<file path="src/rtl/nca_pkg.sv">
package nca_pkg;
  typedef enum logic [1:0] {
    LAT_DATA = 2'd0,
    LAT_ADDR = 2'd1,
    LAT_CMD  = 2'd2
  } latch_e;

  typedef enum logic [1:0] {
    PH_IDLE   = 2'd0,
    PH_SETUP  = 2'd1,
    PH_STROBE = 2'd2,
    PH_HOLD   = 2'd3
  } phase_e;
endpackage

</file>
<file path="src/rtl/nca_decode.sv">
module nca_decode
  import nca_pkg::*;
#(
  parameter int AW      = 16,
  parameter int ALE_BIT = 3,
  parameter int CLE_BIT = 4
) (
  input  logic [AW-1:2] word_addr,
  output latch_e        kind
);
  always_comb begin
    if (word_addr[CLE_BIT])      kind = LAT_CMD;
    else if (word_addr[ALE_BIT]) kind = LAT_ADDR;
    else                         kind = LAT_DATA;
  end
endmodule

</file>
<file path="src/rtl/nca_seq.sv">
module nca_seq
  import nca_pkg::*;
#(
  parameter int HOST_BYTES = 4,
  parameter int SETUP      = 1,
  parameter int STROBE     = 2,
  parameter int HOLD       = 1
) (
  input  logic                           clk,
  input  logic                           rst_n,
  input  logic                           start,
  input  logic [$clog2(HOST_BYTES)-1:0]  last_in,
  output phase_e                         phase,
  output logic [$clog2(HOST_BYTES)-1:0]  lane,
  output logic                           sample,
  output logic                           done
);
  localparam int LW   = $clog2(HOST_BYTES);
  localparam int MAXP = (SETUP > STROBE) ? ((SETUP > HOLD) ? SETUP : HOLD)
                                         : ((STROBE > HOLD) ? STROBE : HOLD);
  localparam int CW   = (MAXP > 1) ? $clog2(MAXP) : 1;
  localparam logic [CW-1:0] SETUP_M1  = CW'(SETUP - 1);
  localparam logic [CW-1:0] STROBE_M1 = CW'(STROBE - 1);
  localparam logic [CW-1:0] HOLD_M1   = CW'(HOLD - 1);

  logic [CW-1:0] cnt;
  logic [LW-1:0] lane_last;

  always_ff @(posedge clk or negedge rst_n) begin
    if (!rst_n) begin
      phase     <= PH_IDLE;
      cnt       <= '0;
      lane      <= '0;
      lane_last <= '0;
    end else begin
      unique case (phase)
        PH_IDLE: if (start) begin
          phase     <= PH_SETUP;
          cnt       <= SETUP_M1;
          lane      <= '0;
          lane_last <= last_in;
        end
        PH_SETUP: if (cnt == '0) begin
          phase <= PH_STROBE;
          cnt   <= STROBE_M1;
        end else cnt <= cnt - 1'b1;
        PH_STROBE: if (cnt == '0) begin
          phase <= PH_HOLD;
          cnt   <= HOLD_M1;
        end else cnt <= cnt - 1'b1;
        PH_HOLD: if (cnt == '0) begin
          if (lane == lane_last) phase <= PH_IDLE;
          else begin
            lane  <= lane + 1'b1;
            phase <= PH_SETUP;
            cnt   <= SETUP_M1;
          end
        end else cnt <= cnt - 1'b1;
        default: phase <= PH_IDLE;
      endcase
    end
  end

  assign sample = (phase == PH_STROBE) && (cnt == '0);
  assign done   = (phase == PH_HOLD) && (cnt == '0) && (lane == lane_last);

  assert_lane_bound_R3: assert property (@(posedge clk) disable iff (!rst_n)
    (phase != PH_IDLE) |-> (lane <= lane_last));
  assert_idle_after_done_R8: assert property (@(posedge clk) disable iff (!rst_n)
    done |=> (phase == PH_IDLE));
  assert_strobe_follows_setup_R6: assert property (@(posedge clk) disable iff (!rst_n)
    $rose(phase == PH_STROBE) |-> $past(phase) == PH_SETUP);
endmodule

</file>
<file path="src/rtl/nca_rb_sync.sv">
module nca_rb_sync (
  input  logic clk,
  input  logic rst_n,
  input  logic rb_async,
  output logic rb_sync
);
  logic stage1;
  always_ff @(posedge clk or negedge rst_n) begin
    if (!rst_n) begin
      stage1  <= 1'b0;
      rb_sync <= 1'b0;
    end else begin
      stage1  <= rb_async;
      rb_sync <= stage1;
    end
  end
endmodule

</file>
<file path="src/rtl/nand_cycle_adapter.sv">
module nand_cycle_adapter
  import nca_pkg::*;
#(
  parameter int AW         = 16,
  parameter int HOST_BYTES = 4,
  parameter int NUM_CS     = 4,
  parameter int ALE_BIT    = 3,
  parameter int CLE_BIT    = 4,
  parameter int SEC_BIT    = 14,
  parameter int SETUP      = 1,
  parameter int STROBE     = 2,
  parameter int HOLD       = 1
) (
  input  logic                       clk,
  input  logic                       rst_n,
  input  logic                       host_valid,
  output logic                       host_ready,
  input  logic                       host_write,
  input  logic [1:0]                 host_size,
  input  logic [AW-1:0]              host_addr,
  input  logic [8*HOST_BYTES-1:0]    host_wdata,
  input  logic [$clog2(NUM_CS)-1:0]  host_cs,
  input  logic [1:0]                 host_chip,
  output logic                       host_rsp_valid,
  output logic [8*HOST_BYTES-1:0]    host_rdata,
  output logic [NUM_CS-1:0]          nand_ce_n,
  output logic                       nand_cle,
  output logic                       nand_ale,
  output logic                       nand_we_n,
  output logic                       nand_re_n,
  output logic [AW-1:0]              nand_addr,
  output logic [7:0]                 nand_dout,
  output logic                       nand_doe,
  input  logic [7:0]                 nand_din,
  input  logic                       nand_rb,
  output logic                       stat_ready
);
  localparam int HW  = 8 * HOST_BYTES;
  localparam int LW  = $clog2(HOST_BYTES);
  localparam int CSW = $clog2(NUM_CS);
  localparam logic [AW-1:0] SEC_MASK = AW'(1) << SEC_BIT;

  logic [AW-1:2]  a_waddr;
  logic [HW-1:0]  a_wdata;
  logic           a_write;
  logic [CSW-1:0] a_cs;
  logic           a_sec;
  logic [HW-1:0]  rdata_r;
  logic           rsp_r;

  phase_e         phase;
  logic [LW-1:0]  lane;
  logic           sample;
  logic           done;
  logic           active;
  logic           accept;
  logic [LW-1:0]  last_lane;
  latch_e         kind;

  logic unused_low;
  assign unused_low = ^host_addr[1:0];

  assign host_ready = (phase == PH_IDLE);
  assign accept     = host_valid && host_ready;
  assign active     = (phase != PH_IDLE);

  always_comb begin
    case (host_size)
      2'd0:    last_lane = '0;
      2'd1:    last_lane = (HOST_BYTES > 1) ? LW'(1) : '0;
      default: last_lane = LW'(HOST_BYTES - 1);
    endcase
  end

  nca_seq #(
    .HOST_BYTES(HOST_BYTES), .SETUP(SETUP), .STROBE(STROBE), .HOLD(HOLD)
  ) u_seq (
    .clk(clk), .rst_n(rst_n), .start(accept), .last_in(last_lane),
    .phase(phase), .lane(lane), .sample(sample), .done(done)
  );

  nca_decode #(.AW(AW), .ALE_BIT(ALE_BIT), .CLE_BIT(CLE_BIT)) u_dec (
    .word_addr(a_waddr), .kind(kind)
  );

  nca_rb_sync u_rb (
    .clk(clk), .rst_n(rst_n), .rb_async(nand_rb), .rb_sync(stat_ready)
  );

  always_ff @(posedge clk or negedge rst_n) begin
    if (!rst_n) begin
      a_waddr <= '0;
      a_wdata <= '0;
      a_write <= 1'b0;
      a_cs    <= '0;
      a_sec   <= 1'b0;
      rdata_r <= '0;
      rsp_r   <= 1'b0;
    end else begin
      rsp_r <= done;
      if (accept) begin
        a_waddr <= host_addr[AW-1:2];
        a_wdata <= host_wdata;
        a_write <= host_write;
        a_cs    <= host_cs;
        a_sec   <= (host_chip != 2'd0);
        rdata_r <= '0;
      end else if (sample && !a_write) begin
        rdata_r[8*int'(lane) +: 8] <= nand_din;
      end
    end
  end

  for (genvar g = 0; g < NUM_CS; g++) begin : g_ce
    assign nand_ce_n[g] = !(active && (a_cs == CSW'(g)));
  end

  assign nand_cle       = active && (kind == LAT_CMD);
  assign nand_ale       = active && (kind == LAT_ADDR);
  assign nand_we_n      = !((phase == PH_STROBE) && a_write);
  assign nand_re_n      = !((phase == PH_STROBE) && !a_write);
  assign nand_doe       = active && a_write;
  assign nand_dout      = a_wdata[8*int'(lane) +: 8];
  assign nand_addr      = active ? ({a_waddr, 2'b00} | (a_sec ? SEC_MASK : '0)) : '0;
  assign host_rdata     = rdata_r;
  assign host_rsp_valid = rsp_r;

  assert_latch_exclusive_R1: assert property (@(posedge clk) disable iff (!rst_n)
    !(nand_cle && nand_ale));
  assert_low_bits_clear_R2: assert property (@(posedge clk) disable iff (!rst_n)
    nand_addr[1:0] == 2'b00);
  assert_ce_onehot_R4: assert property (@(posedge clk) disable iff (!rst_n)
    $onehot0(~nand_ce_n));
  assert_ce_held_R4: assert property (@(posedge clk) disable iff (!rst_n)
    (active && $past(active)) |-> $stable(nand_ce_n));
  assert_strobe_exclusive_R6: assert property (@(posedge clk) disable iff (!rst_n)
    !(!nand_we_n && !nand_re_n));
  assert_wait_while_busy_R8: assert property (@(posedge clk) disable iff (!rst_n)
    (nand_ce_n != '1) |-> !host_ready);
  assert_rsp_pulse_R8: assert property (@(posedge clk) disable iff (!rst_n)
    host_rsp_valid |=> !host_rsp_valid);
  assert_rsp_when_ready_R8: assert property (@(posedge clk) disable iff (!rst_n)
    host_rsp_valid |-> host_ready);
endmodule

</file>
<file path="config.mk">
export PLATFORM = sky130hd
export DESIGN_NAME = nand_cycle_adapter
export DESIGN_NICKNAME = d
export VERILOG_FILES = /design/src/rtl/nca_pkg.sv /design/src/rtl/nca_decode.sv /design/src/rtl/nca_seq.sv /design/src/rtl/nca_rb_sync.sv /design/src/rtl/nand_cycle_adapter.sv
export SDC_FILE = /design/constraint.sdc
export NUM_CORES = 1
export LEC_CHECK = 0
export BUFFER_PORTS_ARGS = -buffer_cell sky130_fd_sc_hd__buf_2
export CELL_PAD_IN_SITES_DETAIL_PLACEMENT = 2
export CELL_PAD_IN_SITES_GLOBAL_PLACEMENT = 2
export CORE_AREA = 2 2 121 123
export CTS_BUF_LIST = sky130_fd_sc_hd__clkbuf_8
export DETAILED_ROUTE_END_ITERATION = 10
export DIE_AREA = 0 0 123 125
export GPL_TIMING_DRIVEN = 1
export PLACE_DENSITY_LB_ADDON = 0.1
export SLEW_MARGIN = 20
export SYNTH_ARGS = -nofsm -noshare
export SYNTH_HDL_FRONTEND = slang
export SYNTH_SLANG_ARGS = --single-unit
export TNS_END_PERCENT = 20
</file>
<file path="constraint.sdc">
create_clock -name clk -period 2.5 [get_ports clk]
set_input_delay 0.375 -clock clk [delete_from_list [all_inputs] [get_ports clk]]
set_output_delay 0.375 -clock clk [all_outputs]
set_load 0.02 [all_outputs]
</file>
* After elaboration in Yosys (flattened, before gate mapping) *
Index checks and enable logic that the tools add are counted.

storage, ports and cells
  bits in registers = 92
  latch bits = 0
  bits in writable memories = 0
  memory bits (read-only) = 0
  bits of input ports = 67
  memories kept = 0

cells by class
  $add $sub $neg = 3
  multiply operators = 0
  div/mod/pow operators = 0
  magnitude comparators = 0
  equal/unequal tests = 15
  shift operators = 3
  muxes and demuxes = 22
  bitwise gates (word level) = 2
  reduce and logical (&&, ||, !) cells = 32

operators by type and width
  operator                   count
  $mux W32                   2
  $neg A5 Y33                1
  $shift A8 B33 Y32 const A  1
  $shiftx A8 B33 Y32         1
  $bwmux W32                 1
  $shiftx A32 B6 Y8          1
  $mux W16                   1
  $mux W2                    8
  $or A16 B15 Y16            1
  $mux W15                   1
  $logic_and A1 B1 Y1        14
  $eq A2 B2 Y1 const B       5
  $eq A2 B1 Y1 const B       4
  $ne A2 B2 Y1 const B       4
  $pmux W2 S2                2
  $pmux W2 S4                1
  $reduce_and A4 Y1          2
  $reduce_bool A2 Y1         4
  $logic_not A1 Y1           7
  $logic_not A2 Y1           3
  $mux W1                    5
  $pmux W1 S3                1
  $add A2 B1 Y2 const B      1
  $eq A2 B2 Y1               1
  5 further kinds            5

* Logic depth before layout (Yosys ltp) *
Gate-level depths: netlist (run 1).

  depth after elaboration = 5
  depth in mapped cells = 8
  mapped depth without buffers = 5

* Hierarchy *
A second synthesis (run 1) with hierarchy kept.

unflattened totals
  cell total of the unflattened synthesis = 413
  area total of the unflattened synthesis = 4225.3 sq um

modules (own cells, without submodules)
  module              times used  cells an instance  area an instance (sq um)
  nand_cycle_adapter  1           363                3674.8
  nca_seq             1           46                 479.2
  nca_rb_sync         1           2                  50.0
  nca_decode          1           2                  21.3

* Least setup slack after synthesis (run 1) *
No wires, ideal clock.

  path type = flip-flop to output port
  start = register u_seq.phase[0]
  end = output nand_ale
  arrival = 1685 ps
  data required time = 2125 ps
  path slack = 440 ps
  cell stages (with the launch flop) = 6
  cell sequence = dfrtp_1 -> inv_1 -> ha_1 -> buf_2 -> nor2b_1 -> nor2b_1

between the ends
  word-level cells in the longest chain between the ends = 2

ends and longest elaborated chain
  what                    RTL line                   text
  start, declared         nca_seq.sv:13              output phase_e phase,
  start signal, assigned  nca_seq.sv:31              phase <= PH_IDLE;
  start signal, assigned  nca_seq.sv:38              phase <= PH_SETUP;
  start signal, assigned  nca_seq.sv:44              phase <= PH_STROBE;
  $reduce_bool A2 Y1      nand_cycle_adapter.sv:65   assign active = (phase != PH_IDLE);
  $logic_and A1 B1 Y1     nand_cycle_adapter.sv:119  assign nand_ale = active && (kind == LAT_ADDR);
  end, declared           nand_cycle_adapter.sv:28   output logic nand_ale,

No other way between the ends.

* Worst setup path after layout (run 1) *
  start = register u_seq.phase[0]
  end = output nand_ce_n[1]

between the ends
  word-level cells in the longest chain between the ends = 3

ends and longest elaborated chain
  what                 RTL line                   text
  $reduce_bool A2 Y1   nand_cycle_adapter.sv:65
  $logic_and A1 B1 Y1  nand_cycle_adapter.sv:115  assign nand_ce_n[g] = !(active && (a_cs == CSW'(g)));
  $logic_not A1 Y1     nand_cycle_adapter.sv:115
  end, declared        nand_cycle_adapter.sv:26   output logic [NUM_CS-1:0] nand_ce_n,

No other way between the ends.

==> reports/results.tsv, run 1 <==
stage	metric	value	unit
clocking	h_tree_level_count	3	
timing	timing.fmax	434.1	MHz
timing	tns	0	ps
logic_synthesis	post_synth_and_or_nand_nor_area_fraction	24.93	%
timing	hold_viol_final	0	
global_routing	first_pass_grt_wire_length	21.10	mm
cells_and_area	syn_to_final_growth	25.37	%
logic_synthesis	yosys-top-cells-area	sky130_fd_sc_hd__dfrtp_1, sky130_fd_sc_hd__nand2_1, sky130_fd_sc_hd__mux4_2	
timing	relSlewSlack	55.97	%
pwr	swShare	42.50	%
cells_and_area	layout.filler_cells	1637	
clocking	cts_tree	yes	
global_routing	met2_usage	29.35	%
drt	wire_per_inst	16.83	um
setup_path	setup_crit_start	u_seq.phase[0]	
placement	hpwl	9.384	mm
logic_synthesis	mappedNetlistArea	0.004305	mm^2
logic_synthesis	postSynthCellCount	442	
setup_path	capture_point_of_the_worst_reg_to_reg_path	host_rdata[27]	
setup_path	reg2reg_depth	5	
logic_synthesis	seq_area_frac_synth	53.47	%
clocking	tritoncts.num_buffers	9	
cells_and_area	area.sequential	0.002302	mm^2
global_routing	largest_net_degree_at_the_start_of_global_routing	55	
global_routing	gr-usage-all-layers	17.64	%
global_routing	grt_remaining_overflow	0	
setup_path	timing_worst_setup_path_type	flop to primary output	
logic_synthesis	synth_top_area_share	53.47	%
drt	drt-vias-per-instance	4.851	
timing	layout_skew	5.472	ps
setup_path	endpoint	nand_ce_n[1]	
cells_and_area	n_antenna_cell	0	
pwr	seq_power_share	36.7	%
logic_synthesis	synth-compound-area-share	8.021	%
pwr	share_of_power_burned_in_combinational_logic	45.6	%
logic_synthesis	synth_cell_type_count	47	
timing	slew_viol_final	0	
pwr	cell_internal_pwr	3663	uW
pwr	worst_ir_drop_vdd	0.3512	mV
pwr	static-leakage-power	0.002854	uW
global_routing	use_met1	22.13	%
drt	vias	3667	
global_routing	grt_util_met3	3.604	%
die	initial_core_util	30.31	%
setup_path	crit_path_end_kind	primary output	
setup_path	crit-reg2reg-launch	u_seq.lane[0]	
cells_and_area	mostFrequentLayoutCells	sky130_fd_sc_hd__nand2_1, sky130_fd_sc_hd__buf_2, sky130_fd_sc_hd__dfrtp_1	
logic_synthesis	synth.ff_latch_count	92	
job	timing.max_cap.violations	0	
clocking	clock_sinks	92	
setup_path	worst-endpoint-required	2120	ps
timing	rsz0062_at_grt	false	
cells_and_area	final_nets	643	
worst_hold_path	hold_path.class	primary input to flop	
logic_synthesis	synth_xor_xnor_area_share	0.5812	%
cells_and_area	area_of_the_multi_input_gates	0.001821	mm^2
timing	clock_period_minus_worst_slack	2304	ps
die	num_rows	44	
logic_synthesis	ys.flop_type	sky130_fd_sc_hd__dfrtp_1	
cells_and_area	final_common_cell	sky130_fd_sc_hd__nand2_1	
logic_synthesis	postSynthAreaPerCell	9.741	um^2
drt	postRouteWirelength	12.73	mm
pwr	switchingPower	2708	uW
logic_synthesis	synth_top_family_by_area	simple AND/OR/NAND/NOR gates	
placement	placement.setup.worst_slack	333.4	ps
logic_synthesis	postSynth.asyncResetShare	100.0	%
die	floorplan.die.height	125	um
drt	drt-pass1-iter-count	4	
pwr	power_density	1180	mW/mm^2
clocking	path_clk_slew	90	ps
timing	timing.final.setup_violations	0	
setup_path	start_kind	flop	
logic_synthesis	synth_largest_area_cell	sky130_fd_sc_hd__dfrtp_1	
die	dieArea	0.01538	mm^2
die	die_x	123	um
global_routing	global_route.peak_usage_layer	met2	
drt	drt_iter0_drc	126	
drt	drc	0	
clocking	clock-root-buffer	sky130_fd_sc_hd__clkbuf_8	
die	placeableCoreArea	0.01420	mm^2
logic_synthesis	synth-edff-count	0	
placement	port-buffer-count	130	
setup_path	worstPathArrival	1930	ps
placement	place_congestion	0.7343	
drt	detail-route-antenna-nets	0	
logic_synthesis	post_synth_fa_ha_maj_area_fraction	2.616	%
clocking	clock_path_buffers	2	
die	ioPinCount	135	
status	outcome	finished clean	
logic_synthesis	ys.warnings.count	0	
cells_and_area	layout-drive-gt1-share	30.59	%
setup_path	critPathMaxFanout	17	
pwr	clock_power_share	17.7	%
global_routing	grt_antenna_before_repair	1	
clocking	clock_insertion_delay_worst_skew	370	ps
logic_synthesis	synth.area.mux_share	5.870	%
timing	final_cycle_share	92.15	%
global_routing	grt_pass1_vias	4094	
setup_path	ff2ff_setup_slack	390	ps
clocking	post_cts.resized_instances	0	
timing	final_critical_path_setup_slack	196.2	ps
timing	tightestPinTransition	659.1	ps
## worst min path at each step
| stage | startpoint | to | slack (ps) | cells after the start |
|---|---|---|---|---|
| 2_1_floorplan | rst_n | a_cs[0] | 80 | 0 |
| 4_1_cts | nand_rb | u_rb.stage1 | 80 | 1 |
| 3_3_place_gp | u_rb.stage1 | u_rb.rb_sync | 330 | 0 |
| 6_report | nand_rb | u_rb.stage1 | 110 | 1 |
| 5_1_grt | nand_rb | u_rb.stage1 | 90 | 1 |
| 3_5_place_dp | u_rb.stage1 | u_rb.rb_sync | 340 | 0 |
## power by group through the flow
stage / combinational (uW) / sequential (uW) / clock (uW)
6_report: 2900 / 2340 / 1130
5_1_grt: 3250 / 2420 / 1230
4_1_cts: 2990 / 2360 / 1180
3_3_place_gp: 2870 / 2350 / 0
2_1_floorplan: 1940 / 2350 / 0
3_5_place_dp: 2970 / 2390 / 0
## synth_stat cells (7+ instances only)
cell	number
sky130_fd_sc_hd__buf_2	11
sky130_fd_sc_hd__o21ai_1	7
sky130_fd_sc_hd__nand4_1	10
sky130_fd_sc_hd__ha_1	9
sky130_fd_sc_hd__dfrtp_1	92
sky130_fd_sc_hd__a32o_1	9
sky130_fd_sc_hd__nor2b_1	17
sky130_fd_sc_hd__nand3_1	14
sky130_fd_sc_hd__inv_1	10
sky130_fd_sc_hd__clkbuf_1	11
sky130_fd_sc_hd__nand2_1	168
sky130_fd_sc_hd__a21oi_1	13
sky130_fd_sc_hd__mux4_2	8
## cells by family after synthesis
| family | count (synthesis) |
|---|---|
| AO/OA/AOI/OAI | 48 |
| XOR/XNOR | 2 |
| adder cells (fa/ha/maj) | 9 |
| buffers and inverters | 40 |
| flip-flops | 92 |
| multiplexers | 15 |
| other | 1 |
| AND/OR/NAND/NOR | 235 |
## critical path, cell delays in order, from the launching register on
cell	delay, ps
sky130_fd_sc_hd__dfrtp_1	460
sky130_fd_sc_hd__inv_1	90
sky130_fd_sc_hd__ha_1	220
sky130_fd_sc_hd__buf_4	210
sky130_fd_sc_hd__or3b_1	400
sky130_fd_sc_hd__buf_2	170
## timing repair
| item | 4_1_cts | 5_1_grt |
|---|---|---|
| endpoints found under the hold margin | 30 | 0 |
| hold buffers | 1 | 0 |
| setup buffers | 0 | 0 |
## layer usage
layer	up-vias	routed length, um
met4	2	319
met5	-	8
met2	91	6177
li1	1715	-
met3	18	673
met1	1841	5547
## layout make-up
cell class,count,share of cell area [%]
sequential,92,42.65
multi-input combinational,311,33.73
timing repair buffer,143,14.65
tap,184,4.265
clock buffer,10,2.550
clock inverter,6,1.460
inverter,10,0.6954
## flip-flops by register name, indices dropped and copies added, names as in the netlist, 2 cells and up
name             count
a_waddr             14
u_seq.lane_last      2
a_cs                 2
u_seq.phase          2
u_seq.lane           2
host_rdata          32
a_wdata             32
## through the flow
stage               hold slack [ps]  total power [uW]  area, um^2  utilization, %  std cells
global route                  91.29              6907        5398           38.00        756
detailed placement            337.9              5358        5171           36.41        739
CTS                           82.51              6519        5398           38.00        756
finish                        109.9              6371        5398           38.00        756
global placement              332.5              5217        5171           36.41        739
floorplan                     79.41              4298        4309               -        443
No activity file was read; power rests on OpenSTA's default activity.
==> run 2: changes to the inputs <==
- clock period: 2.5 -> 2.4 ns (I/O delays scaled with it)
==> run 2 against run 1 <==
- combinational power increased by 6%
- non-clock buffer count decreased by 2
- clock power decreased by 18%
- wire length increased by 0.35%
- final cell count decreased by 0.26%
- register-to-register slack improved by 70 ps
- setup slack got worse by 33 ps
- clock skew decreased by 0.76 ps
- critical path depth unchanged
- via count decreased by 0.68%
- critical endpoint is now nand_ce_n[0]
- largest cell class unchanged
==> reports/results.tsv, run 2 (same netlist as run 1, synthesis figures left out) <==
stage	metric	value	unit	change
global_routing	grt_pass1_vias	4004		-2.2%
pwr	static-leakage-power	0.002835	uW	-0.67%
placement	placed_cells_incl_taps	737		-0.27%
die	placeableCoreArea	0.01420	mm^2	unchanged
pwr	switchingPower	2807	uW	+3.7%
cells_and_area	mostFrequentLayoutCells	sky130_fd_sc_hd__nand2_1, sky130_fd_sc_hd__buf_2, sky130_fd_sc_hd__dfrtp_1		
cells_and_area	layout-drive-gt1-share	29.65	%	-0.95 points
worst_hold_path	hp-start	nand_rb		
placement	port-buffer-count	130		unchanged
setup_path	slowest_delay	450	ps	about the same
status	outcome	finished clean		
setup_path	path_buf_inv	3		unchanged
clocking	cts.hold.buffers_added	1		unchanged
setup_path	path_delay_family	buffers and inverters		
clocking	cts_tree	yes		
setup_path	crit-reg2reg-launch	u_seq.phase[0]		
timing	hold_viol_final	0		unchanged
cells_and_area	post-route-cell-area	0.005355	mm^2	-0.79%
die	ioPinCount	135		unchanged
clocking	post_cts_buffers	0		unchanged
timing	tns	0	ps	unchanged
drt	detail-route-antenna-nets	0		unchanged
setup_path	ff2ff_setup_slack	460	ps	+70 ps
setup_path	critical_path_cell_count	5		unchanged
timing	rsz0062_at_grt	false		
placement	hpwl	9.364	mm	-0.21%
clocking	post_cts.resized_instances	0		unchanged
die	floorplan.die.height	125	um	unchanged
placement	placedInstanceArea	0.005181	mm^2	+0.19%
setup_path	worst-endpoint-required	2040	ps	-80 ps
timing	slew_viol_final	0		unchanged
drt	drt-pass1-iter-count	4		unchanged
pwr	seq_power_share	37.8	%	+1.1 points
setup_path	worstPathArrival	1880	ps	-50 ps
clocking	clock_path_buffers	2		unchanged
setup_path	critical_path.cell_chain	inv_1 > ha_1 > buf_12 > or3_1 > buf_2		
timing	layout_skew	4.708	ps	-0.7633 ps
timing	relSlewSlack	62.24	%	+6.3 points
setup_path	setup_crit_start	u_seq.phase[0]		
pwr	power_density	1200	mW/mm^2	+1.6%
clocking	tritoncts.num_buffers	9		unchanged
drt	postRouteWirelength	12.77	mm	+0.35%
die	initial_core_util	30.31	%	unchanged
global_routing	largest_net_degree_at_the_start_of_global_routing	43		-22%
cells_and_area	final_nets	641		-0.31%
timing	timing.fmax	447.0	MHz	
cells_and_area	layout.cells.non_filler	754		-0.26%
setup_path	crit_path_end_kind	primary output		
pwr	clock_power_share	14.5	%	-3.2 points
cells_and_area	final_common_cell	sky130_fd_sc_hd__nand2_1		
drt	wire_per_inst	16.94	um	+0.62%
worst_hold_path	hold_worst_path_end	u_rb.stage1		
setup_path	worst_path_max_delay_cell	sky130_fd_sc_hd__dfrtp_1		
drt	drc	0		unchanged
drt	drt-vias-per-instance	4.830		-0.42%
drt	drt_iter0_drc	126		unchanged
clocking	clock-root-buffer	sky130_fd_sc_hd__clkbuf_8		
clocking	clock_sinks	92		unchanged
pwr	share_of_power_burned_in_combinational_logic	47.7	%	+2.1 points
die	num_rows	44		unchanged
placement	place_congestion	0.7348		about the same
die	die_x	123	um	unchanged
worst_hold_path	hold_path.class	primary input to flop		
placement	placement.setup.worst_slack	456.7	ps	+123.4 ps
setup_path	capture_point_of_the_worst_reg_to_reg_path	a_waddr[8]		
timing	final_cycle_share	93.21	%	
setup_path	critPathMaxFanout	29		+12
clocking	h_tree_level_count	3		unchanged
setup_path	timing_worst_setup_path_type	flop to primary output		
timing	tightestPinTransition	565.3	ps	-93.83 ps
global_routing	grt_antenna_before_repair	1		unchanged
pwr	cell_internal_pwr	3617	uW	-1.3%
global_routing	first_pass_grt_wire_length	20.93	mm	-0.79%
drt	vias	3642		-0.68%
pwr	worst_ir_drop_vdd	0.4028	mV	+15%
global_routing	grt_remaining_overflow	0		unchanged
global_routing	gr-usage-all-layers	17.54	%	-0.10 points
clocking	clock_insertion_delay_worst_skew	370	ps	about the same
die	dieArea	0.01538	mm^2	unchanged
timing	timing.final.setup_violations	0		unchanged
timing	clock_period_minus_worst_slack	2237	ps	
setup_path	start_kind	flop		
cells_and_area	syn_to_final_growth	24.38	%	
pwr	swShare	43.70	%	+1.2 points
worst_hold_path	holdPathStages	1		unchanged
timing	final_critical_path_setup_slack	162.9	ps	-33.33 ps
setup_path	reg2reg_depth	7		+2
cells_and_area	n_antenna_cell	0		unchanged
clocking	path_clk_slew	90	ps	about the same
job	timing.max_cap.violations	0		unchanged
## run 2: changes by cell type in the layout (fill, tap and decap cells not counted), sizes merged
| cell | previous run | this run |
|---|---|---|
| buf | 142 | 140 |
| bufinv | 2 | 0 |
| clkinv | 3 | 0 |
| clkinvlp | 0 | 1 |
| inv | 11 | 15 |
## run 2: how the worst max path moves through the flow
stage                   end  slack (ps)
6_report       nand_ce_n[0]         160
2_1_floorplan      nand_ale         360
3_3_place_gp          a_sec         520
4_1_cts        nand_ce_n[0]         110
5_1_grt        nand_ce_n[0]          60
3_5_place_dp     a_waddr[8]         460
## run 2: area by class of cell
| type | instances | area (um^2) |
|---|---|---|
| Fill cell | 1618 | 8848 |
| Sequential cell | 92 | 2302 |
| Clock inverter | 6 | 26.28 |
| Inverter | 10 | 37.54 |
| Timing Repair Buffer | 141 | 800.8 |
| Tap cell | 184 | 230.2 |
| Clock buffer | 10 | 137.6 |
| Multi-Input combinational cell | 311 | 1821 |
## run 2: through the flow
stage | util (%) | total power [uW] | hold slack, ps
6_report | 37.70 | 6424 | 91.93
5_1_grt | 37.70 | 6982 | 73.30
4_1_cts | 37.70 | 6568 | 75.12
3_5_place_dp | 36.48 | 5602 | 332.3
3_3_place_gp | 36.48 | 5455 | 331.2
2_1_floorplan | - | 4477 | 64.41
## run 2: routing by layer
metal,vias to the layer above,global-route usage [%],routed length [um]
met5,-,0,16
met4,2,5.615,175
met3,11,3.604,663
met2,91,30.06,6439
met1,1829,21.98,5477
li1,1709,-,-
## run 2: power groups by stage
stage / Clock [uW] / Combinational, uW / Sequential (uW)
after floorplan: 0 / 2020 / 2450
after global placement: 0 / 3020 / 2430
after detailed placement: 0 / 3130 / 2470
after CTS: 983 / 3140 / 2440
after global routing: 1040 / 3420 / 2520
final: 931 / 3070 / 2430
